[src/rtl/disp_cnt_pkg.sv]
package disp_cnt_pkg;

   // Active-high segment pattern, bit 0 = a ... bit 6 = g
   function automatic logic [6:0] bcd_to_seg(input logic [3:0] v);
      logic [6:0] p;
      case (v)
         4'd0:    p = 7'h3F;
         4'd1:    p = 7'h06;
         4'd2:    p = 7'h5B;
         4'd3:    p = 7'h4F;
         4'd4:    p = 7'h66;
         4'd5:    p = 7'h6D;
         4'd6:    p = 7'h7D;
         4'd7:    p = 7'h07;
         4'd8:    p = 7'h7F;
         4'd9:    p = 7'h6F;
         default: p = 7'h00;
      endcase
      return p;
   endfunction

endpackage

[src/rtl/tick_div.sv]
module tick_div #(
   parameter int DIV = 25_000_000
) (
   input  logic clk,
   input  logic rst,
   output logic tick
);
   localparam int W = (DIV > 2) ? $clog2(DIV) : 1;
   localparam logic [W-1:0] LAST = W'(DIV - 1);

   logic [W-1:0] cnt;

   always_ff @(posedge clk) begin
      if (rst)              cnt <= '0;
      else if (cnt == LAST) cnt <= '0;
      else                  cnt <= cnt + 1'b1;
   end

   assign tick = (cnt == LAST);


   tick_single_chk: assert property (@(posedge clk) disable iff (rst)
      tick |=> !tick);


   div_clear_chk: assert property (@(posedge clk)
      rst |=> !tick);

endmodule

[src/rtl/bcd_digit.sv]
module bcd_digit (
   input  logic       clk,
   input  logic       rst,
   input  logic       inc,
   output logic [3:0] value,
   output logic       carry
);
   always_ff @(posedge clk) begin
      if (rst)                    value <= 4'd0;
      else if (inc && value == 4'd9) value <= 4'd0;
      else if (inc)               value <= value + 4'd1;
   end

   assign carry = inc && (value == 4'd9);


   digit_range_chk: assert property (@(posedge clk) disable iff (rst)
      value <= 4'd9);


   digit_roll_chk: assert property (@(posedge clk) disable iff (rst)
      (inc && value == 4'd9) |=> value == 4'd0);


   digit_step_chk: assert property (@(posedge clk) disable iff (rst)
      (inc && value < 4'd9) |=> value == $past(value) + 4'd1);


   digit_clear_chk: assert property (@(posedge clk)
      rst |=> value == 4'd0);

endmodule

[src/rtl/digit_scan.sv]
module digit_scan
   import disp_cnt_pkg::*;
#(
   parameter int DIGITS     = 4,
   parameter bit ACTIVE_LOW = 1'b1
) (
   input  logic                  clk,
   input  logic                  rst,
   input  logic                  step,
   input  logic [4*DIGITS-1:0]   digits_flat,
   output logic [7:0]            seg,
   output logic [DIGITS-1:0]     dig_sel
);
   localparam int IW = (DIGITS > 2) ? $clog2(DIGITS) : 1;
   localparam logic [IW-1:0] LAST = IW'(DIGITS - 1);

   logic [IW-1:0]     idx;
   logic [DIGITS-1:0] sel_hi;
   logic [3:0]        cur;

   always_ff @(posedge clk) begin
      if (rst)               idx <= '0;
      else if (step)         idx <= (idx == LAST) ? '0 : idx + 1'b1;
   end

   for (genvar i = 0; i < DIGITS; i++) begin : g_sel
      assign sel_hi[i] = (idx == IW'(i));
   end

   if (ACTIVE_LOW) begin : g_low
      assign dig_sel = ~sel_hi;
   end else begin : g_high
      assign dig_sel = sel_hi;
   end

   always_comb cur = digits_flat[4*int'(idx) +: 4];

   assign seg = {1'b0, bcd_to_seg(cur)};


   sel_onehot_chk: assert property (@(posedge clk) disable iff (rst)
      $onehot(sel_hi));


   scan_advance_chk: assert property (@(posedge clk) disable iff (rst)
      (step && idx != LAST) |=> idx == $past(idx) + 1'b1);


   scan_wrap_chk: assert property (@(posedge clk) disable iff (rst)
      (step && idx == LAST) |=> idx == '0);


   scan_hold_chk: assert property (@(posedge clk) disable iff (rst)
      !step |=> $stable(idx));

endmodule

[src/rtl/display_counter4.sv]
module display_counter4 #(
   parameter int CLK_HZ     = 50_000_000,
   parameter int COUNT_HZ   = 2,
   parameter int SCAN_HZ    = 500,
   parameter int DIGITS     = 4,
   parameter bit ACTIVE_LOW = 1'b1
) (
   input  logic              clk,
   input  logic              rst,
   output logic [7:0]        seg,
   output logic [DIGITS-1:0] dig_n
);
   localparam int COUNT_DIV = CLK_HZ / COUNT_HZ;
   localparam int SCAN_DIV  = CLK_HZ / SCAN_HZ;
   localparam int REFRESH   = SCAN_HZ / DIGITS;

   if (DIGITS < 2) begin : g_bad_digits
      $error("DIGITS must be at least 2");
   end
   if (COUNT_DIV < 2 || SCAN_DIV < 2) begin : g_bad_div
      $error("divide ratios must be at least 2");
   end
   if (REFRESH < 25 || REFRESH > 1000) begin : g_bad_refresh
      $error("per-digit refresh must lie in 25..1000 Hz");
   end

   logic                count_tick;
   logic                scan_tick;
   logic [DIGITS:0]     dig_inc;
   logic [4*DIGITS-1:0] digits_flat;

   tick_div #(.DIV(COUNT_DIV)) u_count_div (
      .clk  (clk),
      .rst  (rst),
      .tick (count_tick)
   );

   tick_div #(.DIV(SCAN_DIV)) u_scan_div (
      .clk  (clk),
      .rst  (rst),
      .tick (scan_tick)
   );

   assign dig_inc[0] = count_tick;

   for (genvar i = 0; i < DIGITS; i++) begin : g_digit
      bcd_digit u_digit (
         .clk   (clk),
         .rst   (rst),
         .inc   (dig_inc[i]),
         .value (digits_flat[4*i +: 4]),
         .carry (dig_inc[i+1])
      );
   end

   digit_scan #(.DIGITS(DIGITS), .ACTIVE_LOW(ACTIVE_LOW)) u_scan (
      .clk         (clk),
      .rst         (rst),
      .step        (scan_tick),
      .digits_flat (digits_flat),
      .seg         (seg),
      .dig_sel     (dig_n)
   );


   full_wrap_chk: assert property (@(posedge clk) disable iff (rst)
      (count_tick && digits_flat == {DIGITS{4'd9}}) |=> digits_flat == '0);


   dp_off_chk: assert property (@(posedge clk) disable iff (rst)
      $past(scan_tick) |-> seg[7] == 1'b0);

endmodule

[config.mk]
export PLATFORM = sky130hd
export DESIGN_NAME = display_counter4
export DESIGN_NICKNAME = d
export VERILOG_FILES = /design/src/rtl/disp_cnt_pkg.sv /design/src/rtl/tick_div.sv /design/src/rtl/bcd_digit.sv /design/src/rtl/digit_scan.sv /design/src/rtl/display_counter4.sv
export SDC_FILE = /design/constraint.sdc
export NUM_CORES = 1
export LEC_CHECK = 0
export BUFFER_PORTS_ARGS = -buffer_cell sky130_fd_sc_hd__buf_2
export CAP_MARGIN = 20
export CORE_MARGIN = 2
export CORE_UTILIZATION = 61
export CTS_BUF_LIST = sky130_fd_sc_hd__clkbuf_4 sky130_fd_sc_hd__clkbuf_8
export DETAILED_ROUTE_END_ITERATION = 8
export PLACE_DENSITY = 0.8
export SETUP_SLACK_MARGIN = 0.02
export SYNTH_ARGS = -nofsm -noshare
export SYNTH_HDL_FRONTEND = slang
export SYNTH_SLANG_ARGS = --single-unit
[constraint.sdc]
create_clock -name clk -period 3.09 [get_ports clk]
set_clock_uncertainty 0.2 [all_clocks]
set_input_delay 0.309 -clock clk [delete_from_list [all_inputs] [get_ports clk]]
set_output_delay 0.309 -clock clk [all_outputs]
set_load 0.005 [all_outputs]
==> flow_summary.toml, run 1 <==
[worst_setup_path]
startpoint = "u_scan.idx[0]$_SDFFE_PP0P_"
crit-reg2reg-launch = "u_count_div.cnt[17]$_SDFF_PP0_"
crit_arrival_ns = 2.33
crit_end = "seg[0]"
critical_path_class = "reg2out"
cp-start-kind = "flop"
endpoint_kind = "output pin"
r2r_end = "u_count_div.cnt[9]$_SDFF_PP0_"
cp_max_fo = 9
r2r_slack_ns = 0.72
r2r_cells = 6
cp_data_required_time_ns = 2.58

[clock_tree]
cts_tree = "done"
clk_latency_ns = 0.34
cts_resized = 0
cts_root_buf = "clkbuf_8"
cts_buffer_depth = 2
cts_setup_buffers = 0
numCtsBuffers = 9
ctsHoldBuffers = 0
clk_pin_slew_ns = 0.07
h-tree-depth = 3
cts.sinks = 60

[routing]
via_count = 2490
drcViolationCount = 0
drt_iter0_markers = 143
first_pass_iters = 5
ant_nets = 0
wl_per_cell_um = 12.48
routed_wl_um = 5653
vias_per_cell = 5.497

[timing]
finalSetupViolations = 0
holdWs_ns = 0.1345
relSlewSlack_pct = 45.62
fin_ws_ns = 0.2508
rsz0062_at_grt = "false"
final_hold_viol_count = 0
finalSetupTns_ns = 0
period_needed_ns = 2.839
fmax_ghz = 0.3522
fin_crit_sh_pct = 91.88
maxSlewViolCount = 0
worst_pin_slew_ns = 0.8090

[logic_synthesis]
synthMuxAreaShare_pct = 4.423
synth-seq-cells = 60
synth_area_leader_cell = "dfxtp_1"
synth_nets = 389
synthTopCellsByArea = "dfxtp_1, nor2_1, ha_1, xor2_1, xnor2_1"
syn_inst = 367
synth_top_area_share_pct = 37.57
yosys.area_share.simple_pct = 27.95
synth_top_family_by_area = "simple AND/OR/NAND/NOR gates"
ys.flop_type = "dfxtp_1"
synthAdderAreaFrac_pct = 7.828
syn_area_um2 = 3197
synth_xor_area_share_pct = 12.33
synth_warnings = 0
ys_async_sr_fraction_pct = 0
synth_cell_types = 49
avgSynthCellArea_um2 = 8.711
synth_compound_area_share_pct = 4.971
synth-edff-count = 0
yosysSeqAreaShare_pct = 37.57

[place]
port_buffers = 12
pre_cts_slack_ns = 0.6308
place_congestion = 0.8742
detailedPlacementHpwl_um = 3938
placed_cells = 437

[hold_path]
hp-class = "in2reg"
holdCritStartpoint = "rst"

[run_status]
status = "completed"

[layout]
fin_cells = 453
diodes = 0
nNetsFinal = 400
area_delta_synth_final_pct = 8.963
layout-drive-gt1-share_pct = 11.49

[global_route]
antenna_found_initial = 0
grt.total_usage_pct = 21.14
grt_max_degree = 26
grt_pass1_vias = 2323
grt_pass1_wl_um = 10040
grt-ovfl-total = 0

[pwr]
ir_drop_v = 0.0003115
p_leak_nw = 1.294
p_per_area_nw_per_um2 = 442.5

[die]
fp-row-count = 26
die_h_um = 76.39
die_area_um2 = 5835
core_region_area_um2 = 5075
die_x_um = 76.39
start_util_pct = 62.99
ioPinCount = 14

[flow_run]
drv_cap = 0
state kept, by name, indices dropped and copies added (netlist names):
register	cells
u_count_div.cnt	25
u_scan_div.cnt	17
g_digit.u_digit.value	16
u_scan.idx	2
synthesized netlist by cell type (2+ instances only):
cell type,number
and3b_1,3
o22ai_1,2
nor4_1,7
nor2b_1,3
nor4_2,2
nand2_1,26
nor2_1,72
nor3_1,8
nor4b_1,2
nand3_1,19
mux2i_1,4
and4_1,4
buf_6,3
inv_1,19
nand3_2,2
clkbuf_1,8
mux4_2,4
xnor2_1,17
nand3b_1,2
and3_1,5
nand4_1,10
a21oi_1,7
or2_2,2
ha_1,20
dfxtp_1,60
buf_4,2
o21ai_0,5
xor2_1,28
area by class of cell:
cell class	instances	area, um^2
Clock buffer	12	158.9
Clock inverter	4	47.55
Fill cell	400	1592
Inverter	19	71.32
Multi-Input combinational cell	274	1842
Sequential cell	60	1201
Tap cell	70	87.58
Timing Repair Buffer	14	75.07
layout by cell type, fill, tap and decap left out, types with 3 or more instances in the layout:
cell type and instances:
buf_2 12, nor4_1 7, nand2_1 26, clkbuf_8 11, and4_1 4, mux4_2 4, nor2b_1 3, inv_1 19
xnor2_1 17, dfxtp_1 60, nor2_1 72, nor3_1 8, and3_1 5, and3b_1 3, nand4_1 10, o21ai_0 5
xor2_1 28, ha_1 20, mux2i_1 4, a21oi_1 7, nand3_1 19
kinds of logic after synthesis:
| family | Yosys count |
|---|---|
| AO/OA/AOI/OAI | 24 |
| XOR/XNOR | 45 |
| adder cells (fa/ha/maj) | 20 |
| buffers and inverters | 33 |
| flip-flops | 60 |
| multiplexers | 9 |
| other | 1 |
| AND/OR/NAND/NOR | 175 |
worst min-delay path by stage:
stage / end / cells past startpoint
6_report: g_digit[1].u_digit.value[1]$_SDFFE_PP0P_ / 2
3_3_place_gp: u_scan_div.cnt[0]$_SDFF_PP0_ / 1
4_1_cts: g_digit[1].u_digit.value[0]$_SDFFE_PP0P_ / 2
2_1_floorplan: u_scan_div.cnt[0]$_SDFF_PP0_ / 1
5_1_grt: u_scan.idx[0]$_SDFFE_PP0P_ / 2
3_5_place_dp: u_scan_div.cnt[0]$_SDFF_PP0_ / 1
worst max-delay path, stage by stage (launching register included):
cell	delay [ns]
dfxtp_1	0.58
mux4_2	0.66
inv_1	0.14
ha_1	0.15
nor2_1	0.05
o21bai_1	0.17
o21ai_0	0.11
buf_2	0.13
metal layers:
layer	GRT usage, %	up-vias	wire, um
met5	0	-	0
li1	-	1261	-
met3	6.754	8	206
met1	25.30	1181	2670
met2	35.40	40	2696
met4	8.182	0	79
power breakdown:
| group | internal (W) | switching (W) | leakage (nW) | total (W) |
|---|---|---|---|---|
| sequential | 0.000780 | 0.00000634 | 0.484 | 0.000786 |
| clock | 0.000422 | 0.000304 | 0.106 | 0.000727 |
| combinational | 0.00000933 | 0.0000188 | 0.704 | 0.0000282 |
| total | 0.00121 | 0.000330 | 1.29 | 0.00154 |
per-stage QoR:
stage | instance area, um^2 | util [%] | power (W)
2_1_floorplan | 3197 | - | 0.0008297
3_3_place_gp | 3277 | 64.57 | 0.0008307
3_5_place_dp | 3277 | 64.57 | 0.0008323
4_1_cts | 3483 | 68.64 | 0.001559
5_1_grt | 3483 | 68.64 | 0.001600
6_report | 3483 | 68.64 | 0.001541
Note: power is estimated with default switching activity, not from simulation.
==> run 2, diff against run 1 <==
--- a/config.mk
+++ b/config.mk
@@ -11,6 +11,7 @@
 export CORE_UTILIZATION = 61
 export CTS_BUF_LIST = sky130_fd_sc_hd__clkbuf_4 sky130_fd_sc_hd__clkbuf_8
 export DETAILED_ROUTE_END_ITERATION = 8
+export MAX_ROUTING_LAYER = met4
 export PLACE_DENSITY = 0.8
 export SETUP_SLACK_MARGIN = 0.02
 export SYNTH_ARGS = -nofsm -noshare
==> flow_summary.toml, run 2 (synthesis results as in run 1) <==
[clock_tree]
clk_pin_slew_ns = 0.07
cts_setup_buffers = 0
cts_root_buf = "clkbuf_8"
cts_buffer_depth = 2
clk_latency_ns = 0.34
cts_tree = "done"
cts.sinks = 60
h-tree-depth = 3
cts_resized = 0
ctsHoldBuffers = 0
numCtsBuffers = 9

[place]
detailedPlacementHpwl_um = 3938
placed_cells = 437
place_congestion = 0.8885
port_buffers = 12
postPlaceCellArea_um2 = 3277

[worst_setup_path]
r2r_end = "u_count_div.cnt[9]$_SDFF_PP0_"
r2r_slack_ns = 0.73
slowest_delay_ns = 0.66
path_cells = "mux4_2 > inv_1 > ha_1 > nor2_1 > o21bai_1 > o21ai_0 > buf_2"
endpoint_kind = "output pin"
crit-reg2reg-launch = "u_count_div.cnt[16]$_SDFF_PP0_"
crit_arrival_ns = 2.33
cp_max_fo = 9
cp_data_required_time_ns = 2.58
cp_slowest_cell = "mux4_2"
critical_path_class = "reg2out"
cp-start-kind = "flop"
r2r_cells = 6

[pwr]
seq_power_share_pct = 51.0
p_leak_nw = 1.294
combPwrFrac_pct = 1.8
p_per_area_nw_per_um2 = 442.7
net-switching-power_w = 0.0003305
p_clk_share_pct = 47.2
internal_power_w = 0.001212
ir_drop_v = 0.0003114
p_sw_share_pct = 21.43

[hold_path]
min_path_cells = 2
worstHoldEndpoint = "g_digit[1].u_digit.value[1]$_SDFFE_PP0P_"
holdCritStartpoint = "rst"
hp-class = "in2reg"

[global_route]
grt_pass1_wl_um = 10070
antenna_found_initial = 0
grt-ovfl-total = 0
grt_pass1_vias = 2326
grt_max_degree = 26
grt.total_usage_pct = 21.80

[routing]
routed_wl_um = 5644
via_count = 2487
drcViolationCount = 0
ant_nets = 0
wl_per_cell_um = 12.46
drt_iter0_markers = 141
first_pass_iters = 4
vias_per_cell = 5.490

[timing]
relSlewSlack_pct = 45.91
fin_crit_sh_pct = 91.96
maxSlewViolCount = 0
final_hold_viol_count = 0
finalSetupViolations = 0
fmax_ghz = 0.3519
holdWs_ns = 0.1406
worst_pin_slew_ns = 0.8047
finalSetupTns_ns = 0
rsz0062_at_grt = "false"
period_needed_ns = 2.842

[layout]
layout_commonest_cell = "nor2_1"
diodes = 0
nNetsFinal = 400
largest_register_ffs = 25
reg_top3 = "u_count_div.cnt x25, u_scan_div.cnt x17, g_digit.u_digit.value x16"
layout-drive-gt1-share_pct = 11.49
fin_cells = 453
final_area_um2 = 3483
layout_common_cells = "nor2_1, dfxtp_1, xor2_1, nand2_1, ha_1"
area_delta_synth_final_pct = 8.963
regMostFlops = "u_count_div.cnt"

[die]
fp-row-count = 26
start_util_pct = 62.99
die_h_um = 76.39
ioPinCount = 14
die_x_um = 76.39
core_region_area_um2 = 5075
die_area_um2 = 5835

[flow_run]
drv_cap = 0

[run_status]
status = "completed"
## run 2: stage by stage
step,utilization [%],total power (W),worst slack (ns)
after floorplan,-,0.0008297,0.7530
after global placement,64.57,0.0008307,0.6899
after detailed placement,64.57,0.0008323,0.6308
after CTS,68.64,0.001559,0.2482
after global routing,68.64,0.001600,0.07347
final,68.64,0.001542,0.2483
## run 2: worst max-delay path by stage
stage,start,endpoint,slack (ns),cells after the start
floorplan,u_scan.idx[0]$_SDFFE_PP0P_,seg[1],0.75,5
global placement,u_scan.idx[0]$_SDFFE_PP0P_,seg[1],0.69,5
detailed placement,u_scan.idx[0]$_SDFFE_PP0P_,seg[3],0.63,7
CTS,u_scan.idx[0]$_SDFFE_PP0P_,seg[3],0.25,7
global route,u_scan.idx[0]$_SDFFE_PP0P_,seg[3],0.07,7
finish,u_scan.idx[0]$_SDFFE_PP0P_,seg[0],0.25,7
## run 2: per-layer routing
layer	vias to the layer above	wire length, um	track usage [%]
met1	1180	2669	25.45
met2	37	2684	35.40
met5	-	0	-
met4	0	84	8.182
li1	1262	-	-
met3	8	206	6.754
## run 2: power groups by stage
stage                     clock, W  sequential [W]  combinational [W]
after global routing      0.000780        0.000787          0.0000321
after floorplan                  0        0.000802          0.0000272
after CTS                 0.000744        0.000786          0.0000287
after global placement           0        0.000803          0.0000274
after detailed placement         0        0.000804          0.0000286
final                     0.000728        0.000786          0.0000283
## run 2: layout make-up
| type | instances | area (um^2) |
|---|---|---|
| clock buffer | 12 | 158.9 |
| clock inverter | 4 | 47.55 |
| fill | 400 | 1592 |
| inverter | 19 | 71.32 |
| multi-input combinational | 274 | 1842 |
| sequential | 60 | 1201 |
| tap | 70 | 87.58 |
| timing repair buffer | 14 | 75.07 |
## run 2: critical path, delay by kind of cell, from the launching register on
kind                     cells  cell delay, ns
AND/OR/NAND/NOR              1            0.05
AO/OA/AOI/OAI                2            0.28
buffers and inverters        2            0.27
flip-flops                   1            0.58
adder cells (fa/ha/maj)      1            0.15
multiplexers                 1            0.66
==> run 3, diff against run 2 <==
--- a/config.mk
+++ b/config.mk
@@ -5,6 +5,7 @@
 export SDC_FILE = /design/constraint.sdc
 export NUM_CORES = 1
 export LEC_CHECK = 0
+export ABC_AREA = 1
 export BUFFER_PORTS_ARGS = -buffer_cell sky130_fd_sc_hd__buf_2
 export CAP_MARGIN = 20
 export CORE_MARGIN = 2
==> flow_summary.toml, run 3 <==
[run_status]
status = "completed"

[clock_tree]
cts.sinks = 60
clk_pin_slew_ns = 0.07
numCtsBuffers = 9
ctsHoldBuffers = 0
cts_tree = "done"
clk_latency_ns = 0.34
cts_setup_buffers = 0
h-tree-depth = 3
cts_resized = 0
cts_buffer_depth = 2
cts_root_buf = "clkbuf_8"

[logic_synthesis]
yosysSeqAreaShare_pct = 33.31
synth_top_area_share_pct = 33.31
ys_async_sr_fraction_pct = 0
syn_area_um2 = 3606
synth_nets = 545
synth_commonest_cells = "nand2_1, inv_1, dfxtp_1"
synth-seq-cells = 60
synth.most_common_cell = "nand2_1"
synth_cell_types = 36
synth-edff-count = 0
syn_inst = 523
synth_area_leader_cell = "dfxtp_1"
synthTopCellsByArea = "dfxtp_1, nand2_1, inv_1, ha_1, nor2_1"
ys.flop_type = "dfxtp_1"
synth_warnings = 0
avgSynthCellArea_um2 = 6.895

[worst_setup_path]
cp_data_required_time_ns = 2.58
path_cells = "clkinv_1 > a21oi_1 > o21ai_0 > nand2_1 > inv_1 > ha_1 > or2_2 > nand2_1 > nand2_1 > nand2_1 > buf_2"
cp-start-kind = "flop"
crit_top_cell = "nand2_1"
crit_arrival_ns = 2.36
critical_path_class = "reg2out"
cp_slowest_cell = "dfxtp_1"
cp_max_fo = 9
endpoint_kind = "output pin"
slowest_delay_ns = 0.41

[timing]
period_needed_ns = 2.870
final_hold_viol_count = 0
finalSetupViolations = 0
finalSetupTns_ns = 0
fmax_ghz = 0.3485
maxSlewViolCount = 0
fin_crit_sh_pct = 92.87
rsz0062_at_grt = "false"
holdWs_ns = 0.1208

[global_route]
grt_pass1_vias = 2801
grt.total_usage_pct = 23.95
grt_max_degree = 17
grt-ovfl-total = 0
grt_pass1_wl_um = 12050
antenna_found_initial = 0

[hold_path]
hp-class = "in2reg"

[routing]
drcViolationCount = 0
routed_wl_um = 7153
ant_nets = 0
drt_iter0_markers = 165
first_pass_iters = 4
vias_per_cell = 5.190
via_count = 3218
wl_per_cell_um = 11.54

[layout]
nFillCells = 493
diodes = 0
fin_util_pct = 67.69
regMostFlops = "u_count_div.cnt"
reg_top3 = "u_count_div.cnt x25, u_scan_div.cnt x17, g_digit.u_digit.value x16"
layout_commonest_cell = "nand2_1"
nNetsFinal = 562
area_delta_synth_final_pct = 9.160
layout_common_cells = "nand2_1, inv_1, dfxtp_1, nor2_1, a21oi_1"
largest_register_ffs = 25
layout-drive-gt1-share_pct = 13.94

[die]
start_util_pct = 62.01
fp-row-count = 28
die_x_um = 80.89
die_h_um = 80.89
ioPinCount = 14
die_area_um2 = 6542
core_region_area_um2 = 5816

[place]
port_buffers = 12
place_congestion = 0.8750
detailedPlacementHpwl_um = 5319

[flow_run]
drv_cap = 0

[pwr]
ir_drop_v = 0.0002801
p_per_area_nw_per_um2 = 408.1
p_leak_nw = 1.582
==> run 3: cell count changes after synthesis, sizes merged, moves of 5 or more <==
cell,previous run,this run
nand3,21,32
o21ai,5,23
clkbuf,8,0
nand2,26,133
xnor2,17,4
a21oi,7,39
xor2,28,8
and3,5,0
nor3,8,19
inv,19,79
nor4,9,1
==> run 3: logic make-up (layout without fill, tap and decap cells) <==
group	count (synthesis)	count (layout)	share of synthesized area, %
XOR/XNOR	12	12	2.915
AND/OR/NAND/NOR	277	277	37.61
adder cells (fa/ha/maj)	20	20	6.940
flip-flops	60	60	33.31
AO/OA/AOI/OAI	66	66	9.473
buffers and inverters	87	109	9.646
other	1	1	0.1040
==> run 3: worst max-delay path, delay by kind of cell (launching register included) <==
family	cells	cell delay, ns
fa+ha+maj	1	0.20
compound gates	2	0.27
buf+inv	3	0.49
simple gates	5	0.66
flops	1	0.41
==> run 3: report_power, final <==
part	internal, W	leakage [nW]	switching (W)
Combinational	0.0000102	0.982	0.0000243
Clock	0.000481	0.116	0.000307
Sequential	0.000780	0.484	0.00000442
==> run 3: final timing paths <==
path / endpoint / startpoint / cells past startpoint / slack (ns)
max reg2reg: u_scan_div.cnt[14]$_SDFF_PP0_ / u_scan_div.cnt[0]$_SDFF_PP0_ / 10 / 0.91
min reg2reg: u_scan_div.cnt[0]$_SDFF_PP0_ / u_scan_div.cnt[0]$_SDFF_PP0_ / 1 / 0.25
max: seg[6] / u_scan.idx[1]$_SDFFE_PP0P_ / 11 / 0.22
min: u_count_div.cnt[21]$_SDFF_PP0_ / rst / 4 / 0.12
==> run 3: metal layers <==
layer,track usage (%),wire (um),vias to the layer above,share of wire [%]
met3,4.667,262,11,3.7
met4,8.475,68,0,0.95
li1,-,-,1685,-
met1,28.53,3381,1456,47
met2,40.33,3440,66,48
met5,-,0,-,0
==> run 3: per-stage QoR <==
step / instance area, um^2 / total power, W / setup slack (ns) / cells
detailed placement: 3716 / 0.0008359 / 0.6216 / 604
finish: 3936 / 0.001606 / 0.2202 / 620
global route: 3936 / 0.001660 / 0.03211 / 620
CTS: 3936 / 0.001614 / 0.2510 / 620
global placement: 3716 / 0.0008348 / 0.7365 / 604
floorplan: 3606 / 0.0008300 / 0.9047 / 523
==> run 3: layout make-up <==
class                   count  area, um^2  share of cell area [%]
multi-input cells         376        2057                   52.26
clock inverters             5       75.07                   1.907
well taps                  75       93.84                   2.384
flip-flops and latches     60        1201                   30.51
repair buffers             12       60.06                   1.526
clock buffers              11       145.1                   3.687
inverters                  81       304.0                   7.724
